[src/rtl/btu_pkg.sv]
package btu_pkg;

  typedef enum logic [3:0] {
    CC_EQ = 4'h0, CC_NE = 4'h1, CC_HS = 4'h2, CC_LO = 4'h3,
    CC_MI = 4'h4, CC_PL = 4'h5, CC_VS = 4'h6, CC_VC = 4'h7,
    CC_HI = 4'h8, CC_LS = 4'h9, CC_GE = 4'hA, CC_LT = 4'hB,
    CC_GT = 4'hC, CC_LE = 4'hD, CC_AL = 4'hE, CC_NV = 4'hF
  } ccode_e;

  // strobes from decode to datapath
  typedef struct packed {
    logic taken;      // transfer happens this cycle
    logic selCond;    // target from short conditional offset
    logic selUncond;  // target from medium offset
    logic selLongLo;  // target from link + low offset
    logic selExch;    // target from register
    logic linkPartial;// write partial long-call target
    logic linkReturn; // write return address
    logic swi;        // software-interrupt encoding
  } btu_ctrl_t;

  function automatic logic condHolds(input ccode_e code, input logic n, input logic z,
                                     input logic c, input logic v);
    logic r;
    unique case (code)
      CC_EQ: r = z;
      CC_NE: r = !z;
      CC_HS: r = c;
      CC_LO: r = !c;
      CC_MI: r = n;
      CC_PL: r = !n;
      CC_VS: r = v;
      CC_VC: r = !v;
      CC_HI: r = c && !z;
      CC_LS: r = !c || z;
      CC_GE: r = (n == v);
      CC_LT: r = (n != v);
      CC_GT: r = !z && (n == v);
      CC_LE: r = z || (n != v);
      default: r = 1'b0;  // AL and NV are not branch conditions here
    endcase
    return r;
  endfunction

endpackage

[src/rtl/btu_decode.sv]
module btu_decode
  import btu_pkg::*;
#(
  parameter int INSN_W = 16
) (
  input  logic [INSN_W-1:0] insnWord,
  input  logic              flagN,
  input  logic              flagZ,
  input  logic              flagC,
  input  logic              flagV,
  output btu_ctrl_t         ctrl
);

  localparam logic [3:0] COND_TAG  = 4'b1101;
  localparam logic [4:0] UNC_TAG   = 5'b11100;
  localparam logic [3:0] LONG_TAG  = 4'b1111;
  localparam logic [7:0] EXCH_TAG  = 8'b0100_0111;

  logic   isCondFmt, isUncFmt, isLongFmt, isExchFmt;
  logic   condUsable, condPass;
  ccode_e code;

  always_comb begin
    code       = ccode_e'(insnWord[11:8]);
    isCondFmt  = (insnWord[15:12] == COND_TAG);
    isUncFmt   = (insnWord[15:11] == UNC_TAG);
    isLongFmt  = (insnWord[15:12] == LONG_TAG);
    isExchFmt  = (insnWord[15:8] == EXCH_TAG) && (insnWord[2:0] == 3'b000);
    condUsable = isCondFmt && (code != CC_AL) && (code != CC_NV);
    condPass   = condHolds(code, flagN, flagZ, flagC, flagV);
  end

  always_comb begin
    ctrl             = '0;
    ctrl.selCond     = condUsable;
    ctrl.selUncond   = isUncFmt;
    ctrl.selLongLo   = isLongFmt && insnWord[11];
    ctrl.selExch     = isExchFmt;
    ctrl.linkPartial = isLongFmt && !insnWord[11];
    ctrl.linkReturn  = (isLongFmt && insnWord[11]) || (isExchFmt && insnWord[7]);
    ctrl.swi         = isCondFmt && (code == CC_NV);
    ctrl.taken       = (condUsable && condPass) || isUncFmt ||
                       (isLongFmt && insnWord[11]) || isExchFmt;
  end

endmodule

[src/rtl/btu_ofs.sv]
module btu_ofs #(
  parameter int ADDR_W = 32,
  parameter int OFF_W  = 8,
  parameter int SHIFT  = 1,
  parameter bit SIGNED = 1'b1
) (
  input  logic [OFF_W-1:0]  offIn,
  output logic [ADDR_W-1:0] offOut
);

  localparam int EXT_W = ADDR_W - OFF_W - SHIFT;

  generate
    if (SIGNED) begin : g_sext
      assign offOut = {{EXT_W{offIn[OFF_W-1]}}, offIn, {SHIFT{1'b0}}};
    end else begin : g_zext
      assign offOut = {{EXT_W{1'b0}}, offIn, {SHIFT{1'b0}}};
    end
  endgenerate

endmodule

[src/rtl/btu_datapath.sv]
module btu_datapath
  import btu_pkg::*;
#(
  parameter int ADDR_W      = 32,
  parameter int COND_OFF_W  = 8,
  parameter int WIDE_OFF_W  = 11,
  parameter int LONG_HI_SH  = 12
) (
  input  logic [COND_OFF_W-1:0] condOff,
  input  logic [WIDE_OFF_W-1:0] wideOff,
  input  logic [ADDR_W-1:0]     insnAddr,
  input  logic [ADDR_W-1:0]     rmValue,
  input  logic [ADDR_W-1:0]     linkValue,
  input  btu_ctrl_t             ctrl,
  output logic [ADDR_W-1:0]     targetAddr,
  output logic [ADDR_W-1:0]     linkWrData,
  output logic                  modeOut
);

  localparam logic [ADDR_W-1:0] PC_AHEAD  = ADDR_W'(4);
  localparam logic [ADDR_W-1:0] STEP      = ADDR_W'(2);
  localparam logic [ADDR_W-1:0] HALF_MASK = ~ADDR_W'(1);
  localparam logic [ADDR_W-1:0] WORD_MASK = ~ADDR_W'(3);

  logic [ADDR_W-1:0] condExt, uncExt, hiExt, loExt;
  logic [ADDR_W-1:0] pcVal, seqAddr, returnAddr;
  logic [ADDR_W-1:0] condTgt, uncTgt, longTgt, exchTgt, branchTgt;

  btu_ofs #(.ADDR_W(ADDR_W), .OFF_W(COND_OFF_W), .SHIFT(1), .SIGNED(1'b1))
    u_condExt (.offIn(condOff), .offOut(condExt));
  btu_ofs #(.ADDR_W(ADDR_W), .OFF_W(WIDE_OFF_W), .SHIFT(1), .SIGNED(1'b1))
    u_uncExt (.offIn(wideOff), .offOut(uncExt));
  btu_ofs #(.ADDR_W(ADDR_W), .OFF_W(WIDE_OFF_W), .SHIFT(LONG_HI_SH), .SIGNED(1'b1))
    u_hiExt (.offIn(wideOff), .offOut(hiExt));
  btu_ofs #(.ADDR_W(ADDR_W), .OFF_W(WIDE_OFF_W), .SHIFT(1), .SIGNED(1'b0))
    u_loExt (.offIn(wideOff), .offOut(loExt));

  always_comb begin
    pcVal      = insnAddr + PC_AHEAD;
    seqAddr    = insnAddr + STEP;
    returnAddr = seqAddr | ADDR_W'(1);
    condTgt    = pcVal + condExt;
    uncTgt     = pcVal + uncExt;
    longTgt    = (linkValue + loExt) & HALF_MASK;
    exchTgt    = rmValue & (rmValue[0] ? HALF_MASK : WORD_MASK);
  end

  always_comb begin
    unique case (1'b1)
      ctrl.selCond:   branchTgt = condTgt;
      ctrl.selUncond: branchTgt = uncTgt;
      ctrl.selLongLo: branchTgt = longTgt;
      ctrl.selExch:   branchTgt = exchTgt;
      default:        branchTgt = seqAddr;
    endcase
    targetAddr = ctrl.taken ? branchTgt : seqAddr;
    linkWrData = ctrl.linkPartial ? (pcVal + hiExt) : returnAddr;
    modeOut    = ctrl.selExch ? rmValue[0] : 1'b1;
  end

endmodule

[src/rtl/branch_target_unit.sv]
module branch_target_unit
  import btu_pkg::*;
#(
  parameter int ADDR_W = 32
) (
  input  logic [15:0]       insnWord,
  input  logic [ADDR_W-1:0] insnAddr,
  input  logic              flagN,
  input  logic              flagZ,
  input  logic              flagC,
  input  logic              flagV,
  input  logic [ADDR_W-1:0] rmValue,
  input  logic [ADDR_W-1:0] linkValue,
  output logic [3:0]        rmSel,
  output logic              takenOut,
  output logic [ADDR_W-1:0] targetAddr,
  output logic              linkWrEn,
  output logic [ADDR_W-1:0] linkWrData,
  output logic              modeOut,
  output logic              swiOut
);

  localparam int INSN_W     = 16;
  localparam int COND_OFF_W = 8;
  localparam int WIDE_OFF_W = 11;

  btu_ctrl_t ctrl;

  btu_decode #(.INSN_W(INSN_W)) u_decode (
    .insnWord (insnWord),
    .flagN    (flagN),
    .flagZ    (flagZ),
    .flagC    (flagC),
    .flagV    (flagV),
    .ctrl     (ctrl)
  );

  btu_datapath #(
    .ADDR_W     (ADDR_W),
    .COND_OFF_W (COND_OFF_W),
    .WIDE_OFF_W (WIDE_OFF_W),
    .LONG_HI_SH (12)
  ) u_datapath (
    .condOff    (insnWord[COND_OFF_W-1:0]),
    .wideOff    (insnWord[WIDE_OFF_W-1:0]),
    .insnAddr   (insnAddr),
    .rmValue    (rmValue),
    .linkValue  (linkValue),
    .ctrl       (ctrl),
    .targetAddr (targetAddr),
    .linkWrData (linkWrData),
    .modeOut    (modeOut)
  );

  assign rmSel    = insnWord[6:3];
  assign takenOut = ctrl.taken;
  assign linkWrEn = ctrl.linkPartial | ctrl.linkReturn;
  assign swiOut   = ctrl.swi;

endmodule

[config.mk]
export PLATFORM = sky130hd
export DESIGN_NAME = branch_target_unit
export DESIGN_NICKNAME = d
export VERILOG_FILES = /design/src/rtl/btu_pkg.sv /design/src/rtl/btu_decode.sv /design/src/rtl/btu_ofs.sv /design/src/rtl/btu_datapath.sv /design/src/rtl/branch_target_unit.sv
export SDC_FILE = /design/constraint.sdc
export NUM_CORES = 1
export LEC_CHECK = 0
export ABC_AREA = 1
export BUFFER_PORTS_ARGS = -buffer_cell sky130_fd_sc_hd__buf_2
export CORE_MARGIN = 2
export CORE_UTILIZATION = 50
export DETAILED_ROUTE_END_ITERATION = 7
export PLACE_DENSITY = 0.77
export SETUP_SLACK_MARGIN = 0.05
export SYNTH_ARGS = -nofsm -noshare
export SYNTH_HDL_FRONTEND = slang
export SYNTH_SLANG_ARGS = --single-unit
[constraint.sdc]
create_clock -name vclk -period 8.8
set_clock_uncertainty 0.2 [all_clocks]
set_input_delay 0.88 -clock vclk [all_inputs]
set_output_delay 0.88 -clock vclk [all_outputs]
set_load 0.01 [all_outputs]
==> results by group, run 1 <==
Critical path
  – Setup CP Type: in -> out
  – CP Capture Type: output port
  – Crit Path Max Fanout: 5
  – Critical Path RT: 7.72 ns
  – Worst Path Arrival: 4.67 ns
  – Startpoint Class: input pin

Logic synthesis
  – Synth Instances: 1211
  – Syn_nets: 1392
  – Avg Cell Area, Syn: 5.36 um^2
  – Register area share after synthesis: 0%
  – Distinct cells, synth: 54
  – Ys Warns: 0
  – Syn Std Cell Area: 0.00648 mm^2

GRT
  – Grt met2 use: 60.9%
  – Met1 Usage GRT: 48.1%
  – First-pass GRT wire length: 41000 um
  – Vias in the first global route: 8043
  – Largest net degree at the start of global routing: 44
  – Grt total ovfl: 0
  – GRT Max-Usage Layer: met2
  – Total GRT Usage: 36.4%
  – Initial antenna violation count: 2
  – Met3 GRT Util: 5.18%

Run
  – Max Cap Viol: 0

STA
  – RSZ-0062 raised after global routing: false
  – Setup violators final: 0
  – Setup TNS Final: 0 ns
  – Hold Vio Cnt, Final: 0
  – Minimum clock period: 5.75 ns
  – Final max-slew violation count: 0
  – Actual slew at the worst max-slew pin: 0.918 ns
  – Max Freq: 0.174 GHz
  – Period Utilization, post-route: 65.4%
  – Slew headroom: 38.8%
  – Final hold slack: 1.85 ns

Place
  – Port bufs: 187
  – Placed Cells: 1545
  – Routability cong.: 1.07
  – HPWL after DPL: 23100 um

Cells and area
  – Share of layout cells above drive strength 1: 17.5%
  – Final Net Count: 1556
  – Register Area: 0 um^2
  – P&R area growth vs syn: 16.1%
  – Clock Buffer Count: 0
  – FF+latch count: 0
  – Commonest non-fill, non-tap cell in the layout: nand2_1
  – Fillers: 1445
  – Most frequent cells in the layout: 319 x nand2_1, 187 x buf_2, 142 x inv_1
  – Non-Filler Instances: 1546

Die
  – Standard-cell rows: 41
  – Starting Density: 51.4%
  – Die Y: 118 um
  – Core area: 0.0126 mm^2
  – Chip width: 118 um
  – Die area: 0.0139 mm^2
  – Top Ports: 188

Drt
  – DRC Markers: 0
  – Avg Vias per Cell: 5.77
  – First drt pass iteration count: 5
  – Vias: 8923
  – Antenna-violating nets left: 0
  – DR WL/cell: 17.3 um
  – DR iter-0 viols: 947
  – Drt total wl: 26700 um

Run status
  – Status: finished clean

Power and ir drop
  – Peak supply drop: 0.0000312 V
  – PD cells: 59.2 mW/mm^2
  – Leakage power: 3.78 nW
  – Total power: 446 uW

Clock network
  – Post-CTS Setup Bufs: 0
  – Hold Buf Count CTS: 0
  – Cts repair resizes: 0

Hold path
  – Worst Hold Class: in -> out
-- Yosys cell counts (3+ instances only) --
library cell / n / area, um^2
xor2_1: 49 / 429
or2_2: 11 / 68.8
a21oi_1: 95 / 475
buf_4: 6 / 45.0
a21boi_0: 4 / 30.0
nor2_2: 5 / 31.3
ha_1: 62 / 776
nand2_2: 10 / 62.6
inv_1: 142 / 533
nor2_1: 129 / 484
nand3_2: 4 / 40.0
nand4_1: 17 / 106
clkbuf_1: 14 / 52.6
o21ai_0: 80 / 400
nor4_1: 9 / 56.3
nand2_1: 319 / 1200
nand3b_1: 6 / 45.0
o211ai_1: 10 / 75.1
fa_1: 3 / 60.1
nor3_1: 33 / 165
a21o_1: 5 / 37.5
xnor2_1: 24 / 210
o21ai_1: 8 / 40.0
a41oi_1: 3 / 26.3
a31oi_1: 17 / 106
nand3_1: 86 / 430
buf_2: 8 / 40.0
inv_2: 3 / 11.3
o31ai_1: 4 / 30.0
nor2_4: 5 / 56.3
o21a_1: 6 / 45.0
o21bai_1: 5 / 37.5
-- path summary, 6_finish.rpt --
| path | startpoint | end | slack [ns] | cells past startpoint |
|---|---|---|---|---|
| max | insnAddr[2] | linkWrData[29] | 3.05 | 24 |
| min | insnAddr[0] | linkWrData[0] | 1.85 | 4 |
-- worst max-delay path, cell delays in order --
cell and delay [ns]:
buf_2 0.15, ha_1 0.22, nand2_2 0.10, nor2_4 0.13, nand2_4 0.08, clkinv_2 0.07, nand3_4 0.09, nor2_4 0.13
inv_2 0.08, nor2_4 0.12, nand3_1 0.10, xor2_1 0.45, ha_1 0.29, nand2_1 0.09, nor2_1 0.13, nand2_1 0.09
o211ai_1 0.43, a21boi_1 0.18, o21ai_0 0.32, nand3_1 0.14, nand3_1 0.10, nand3_1 0.09, nand2_1 0.07, buf_2 0.13
-- cells by family after synthesis --
family	count (synthesis)	synth area share, %
simple gates	645	44.3
buf+inv	175	10.7
mux	2	0.309
xor+xnor	73	9.86
fa+ha+maj	65	12.9
compound gates	251	22.0
-- stage by stage --
stage | utilization [%] | setup WS (ns) | instance area (um^2)
global route | 59.6 | 2.87 | 7530
detailed placement | 59.6 | 3.18 | 7520
floorplan | - | 4.16 | 6480
global placement | 59.6 | 3.21 | 7520
finish | 59.6 | 3.05 | 7530
CTS | 59.6 | 3.17 | 7520
-- layer usage --
metal / routed length [um] / vias to the layer above / part of all wire [%]
met4: 1050 / 0 / 3.9
met1: 11200 / 3953 / 42
li1: - / 4377 / -
met3: 2650 / 70 / 9.9
met5: 0 / - / 0
met2: 11800 / 523 / 44
-- cell type report --
class                      instances  area, um^2  share of cell area (%)
multi-input combinational       1036        5800                    77.0
tap                              172         215                    2.86
inverter                         147         553                    7.35
timing repair buffer             190         958                    12.7
antenna                            1        2.50                  0.0333
-- where the power goes --
part / switching (mW) / internal [mW]
Clock: 0 / 0.0000000152
Sequential: 0 / 0
Combinational: 0.290 / 0.156
Total: 0.290 / 0.156
Note: power is estimated with default switching activity, not from simulation.
==> inputs of run 2 (changes only) <==
- clock period: 8.8 -> 5.5 ns (I/O delays scaled with it)
==> run 2 against run 1 <==
- clock-buffer cell count unchanged
- largest power group unchanged
- sequential cell count is the same
- non-clock buffer count increased by 3
- routed wire length grew 0.67%
- global-route usage increased by 0.30 points
- via count decreased by 0.61%
- critical endpoint unchanged
- largest cell class unchanged
==> results by group, run 2 (synthesis gave the netlist of run 1 again) <==
Cells and area
  – Clock Buffer Count: 0 (unchanged)
  – Most frequent cells in the layout: 319 x nand2_1, 187 x buf_2, 142 x inv_1
  – Cell area after layout: 0.00755 mm^2 (+0.27%)
  – Fillers: 1414 (-2.1%)
  – Register Area: 0 um^2 (unchanged)
  – P&R area growth vs syn: 16.4%
  – FF+latch count: 0 (unchanged)
  – Commonest non-fill, non-tap cell in the layout: nand2_1
  – Share of layout cells above drive strength 1: 17.7% (+0.18 points)
  – Non-Filler Instances: 1548 (+0.13%)
  – Core Util, Final: 59.8% (+0.16 points)
  – Final Net Count: 1559 (+0.19%)
  – # diodes: 0 (-1)

Drt
  – Vias: 8869 (-0.61%)
  – Avg Vias per Cell: 5.73 (-0.73%)
  – DR iter-0 viols: 1105 (+17%)
  – DR WL/cell: 17.4 um (+0.54%)
  – First drt pass iteration count: 6 (+1)
  – Drt total wl: 26900 um (+0.67%)
  – DRC Markers: 0 (unchanged)
  – Antenna-violating nets left: 0 (unchanged)

Die
  – Starting Density: 51.4% (unchanged)
  – Top Ports: 188 (unchanged)
  – Chip width: 118 um (unchanged)
  – Die Y: 118 um (unchanged)
  – Die area: 0.0139 mm^2 (unchanged)
  – Standard-cell rows: 41 (unchanged)
  – Core area: 0.0126 mm^2 (unchanged)

Run
  – Max Cap Viol: 0 (unchanged)

STA
  – Period Utilization, post-route: 90.3%
  – Final hold slack: 1.19 ns (-0.662 ns)
  – Max Freq: 0.201 GHz
  – Setup TNS Final: 0 ns (unchanged)
  – Hold Vio Cnt, Final: 0 (unchanged)
  – RSZ-0062 raised after global routing: false
  – Minimum clock period: 4.97 ns
  – Slew headroom: 48.4% (+9.6 points)
  – Actual slew at the worst max-slew pin: 0.773 ns (-0.145 ns)
  – Worst Slack Setup Final: 0.532 ns (-2.52 ns)
  – Final max-slew violation count: 0 (unchanged)
  – Setup violators final: 0 (unchanged)

Critical path
  – Setup CP Type: in -> out
  – Startpoint Class: input pin
  – CP Capture Type: output port
  – Critical Path RT: 4.75 ns (-2.97 ns)
  – Worst Path Arrival: 4.22 ns (-0.45 ns)
  – Crit Path Max Fanout: 5 (unchanged)

Place
  – HPWL after DPL: 23100 um (+0.42%)
  – Pre-CTS WS: 0.649 ns (-2.53 ns)
  – Placed Cells: 1548 (+0.19%)
  – Port bufs: 187 (unchanged)
  – Placed inst area: 0.00755 mm^2 (+0.30%)
  – Routability cong.: 1.07 (+0.50%)

GRT
  – Largest net degree at the start of global routing: 31 (-30%)
  – Grt met2 use: 60.0% (-0.87 points)
  – GRT Max-Usage Layer: met2
  – Met1 Usage GRT: 50.0% (+1.8 points)
  – Vias in the first global route: 7807 (-2.9%)
  – Total GRT Usage: 36.7% (+0.30 points)
  – Initial antenna violation count: 0 (-2)
  – Met3 GRT Util: 4.94% (-0.24 points)
  – First-pass GRT wire length: 41400 um (+0.82%)
  – Grt total ovfl: 0 (unchanged)

Power and ir drop
  – Leakage power: 3.79 nW (+0.35%)
  – Peak supply drop: 0.0000490 V (+57%)
  – PD cells: 94.6 mW/mm^2 (+60%)
  – Total power: 714 uW (+60%)

Hold path
  – Worst Hold Class: in -> out

Clock network
  – Post-CTS Setup Bufs: 0 (unchanged)
  – Hold Buf Count CTS: 0 (unchanged)
  – Cts repair resizes: 0 (unchanged)

Run status
  – Status: finished clean
==> run 2: changes by cell type in the layout (fill, tap and decap cells not counted) <==
cell | before | now
diode_2 | 1 | 0
buf_4 | 3 | 6
==> run 2: worst max-delay path, stage by stage <==
cell and delay, ns:
buf_2 0.15, ha_1 0.22, nand2_2 0.10, nor2_4 0.12, nand2_4 0.08, clkinv_2 0.08, nand3_4 0.09, nor2_4 0.12
inv_2 0.08, nor2_4 0.13, nand3_1 0.10, xor2_1 0.42, ha_1 0.30, nand2_1 0.09, nor2_1 0.12, nand2_1 0.09
o211ai_1 0.38, a21boi_1 0.17, o21ai_0 0.30, nand3_1 0.15, nand3_1 0.10, nand3_1 0.07, nand2_1 0.07, buf_2 0.13
==> run 2: per-layer routing <==
layer / up-vias / routed length [um] / part of all wire, %
li1: 4396 / - / -
met1: 3933 / 11400 / 42
met2: 478 / 12000 / 44
met3: 62 / 2620 / 9.7
met4: 0 / 930 / 3.5
met5: - / 0 / 0
==> run 2: cell type report <==
class              instances  area (um^2)  area share (%)
inverters                147          553            7.33
multi-input cells       1036         5800            76.8
repair buffers           193          981            13.0
well taps                172          215            2.85
==> run 2: power by group <==
part           internal [mW]  total (mW)  switching (mW)  leakage [nW]
clock network              0           0               0             0
registers                  0           0               0             0
logic                  0.250       0.714           0.464          3.79
total                  0.250       0.714           0.464          3.79
==> run 2: worst paths after layout <==
kind,from,end,slack (ns),cells past startpoint
hold / removal,rmValue[0],modeOut,1.19,3
setup / recovery,insnAddr[2],linkWrData[29],0.53,24
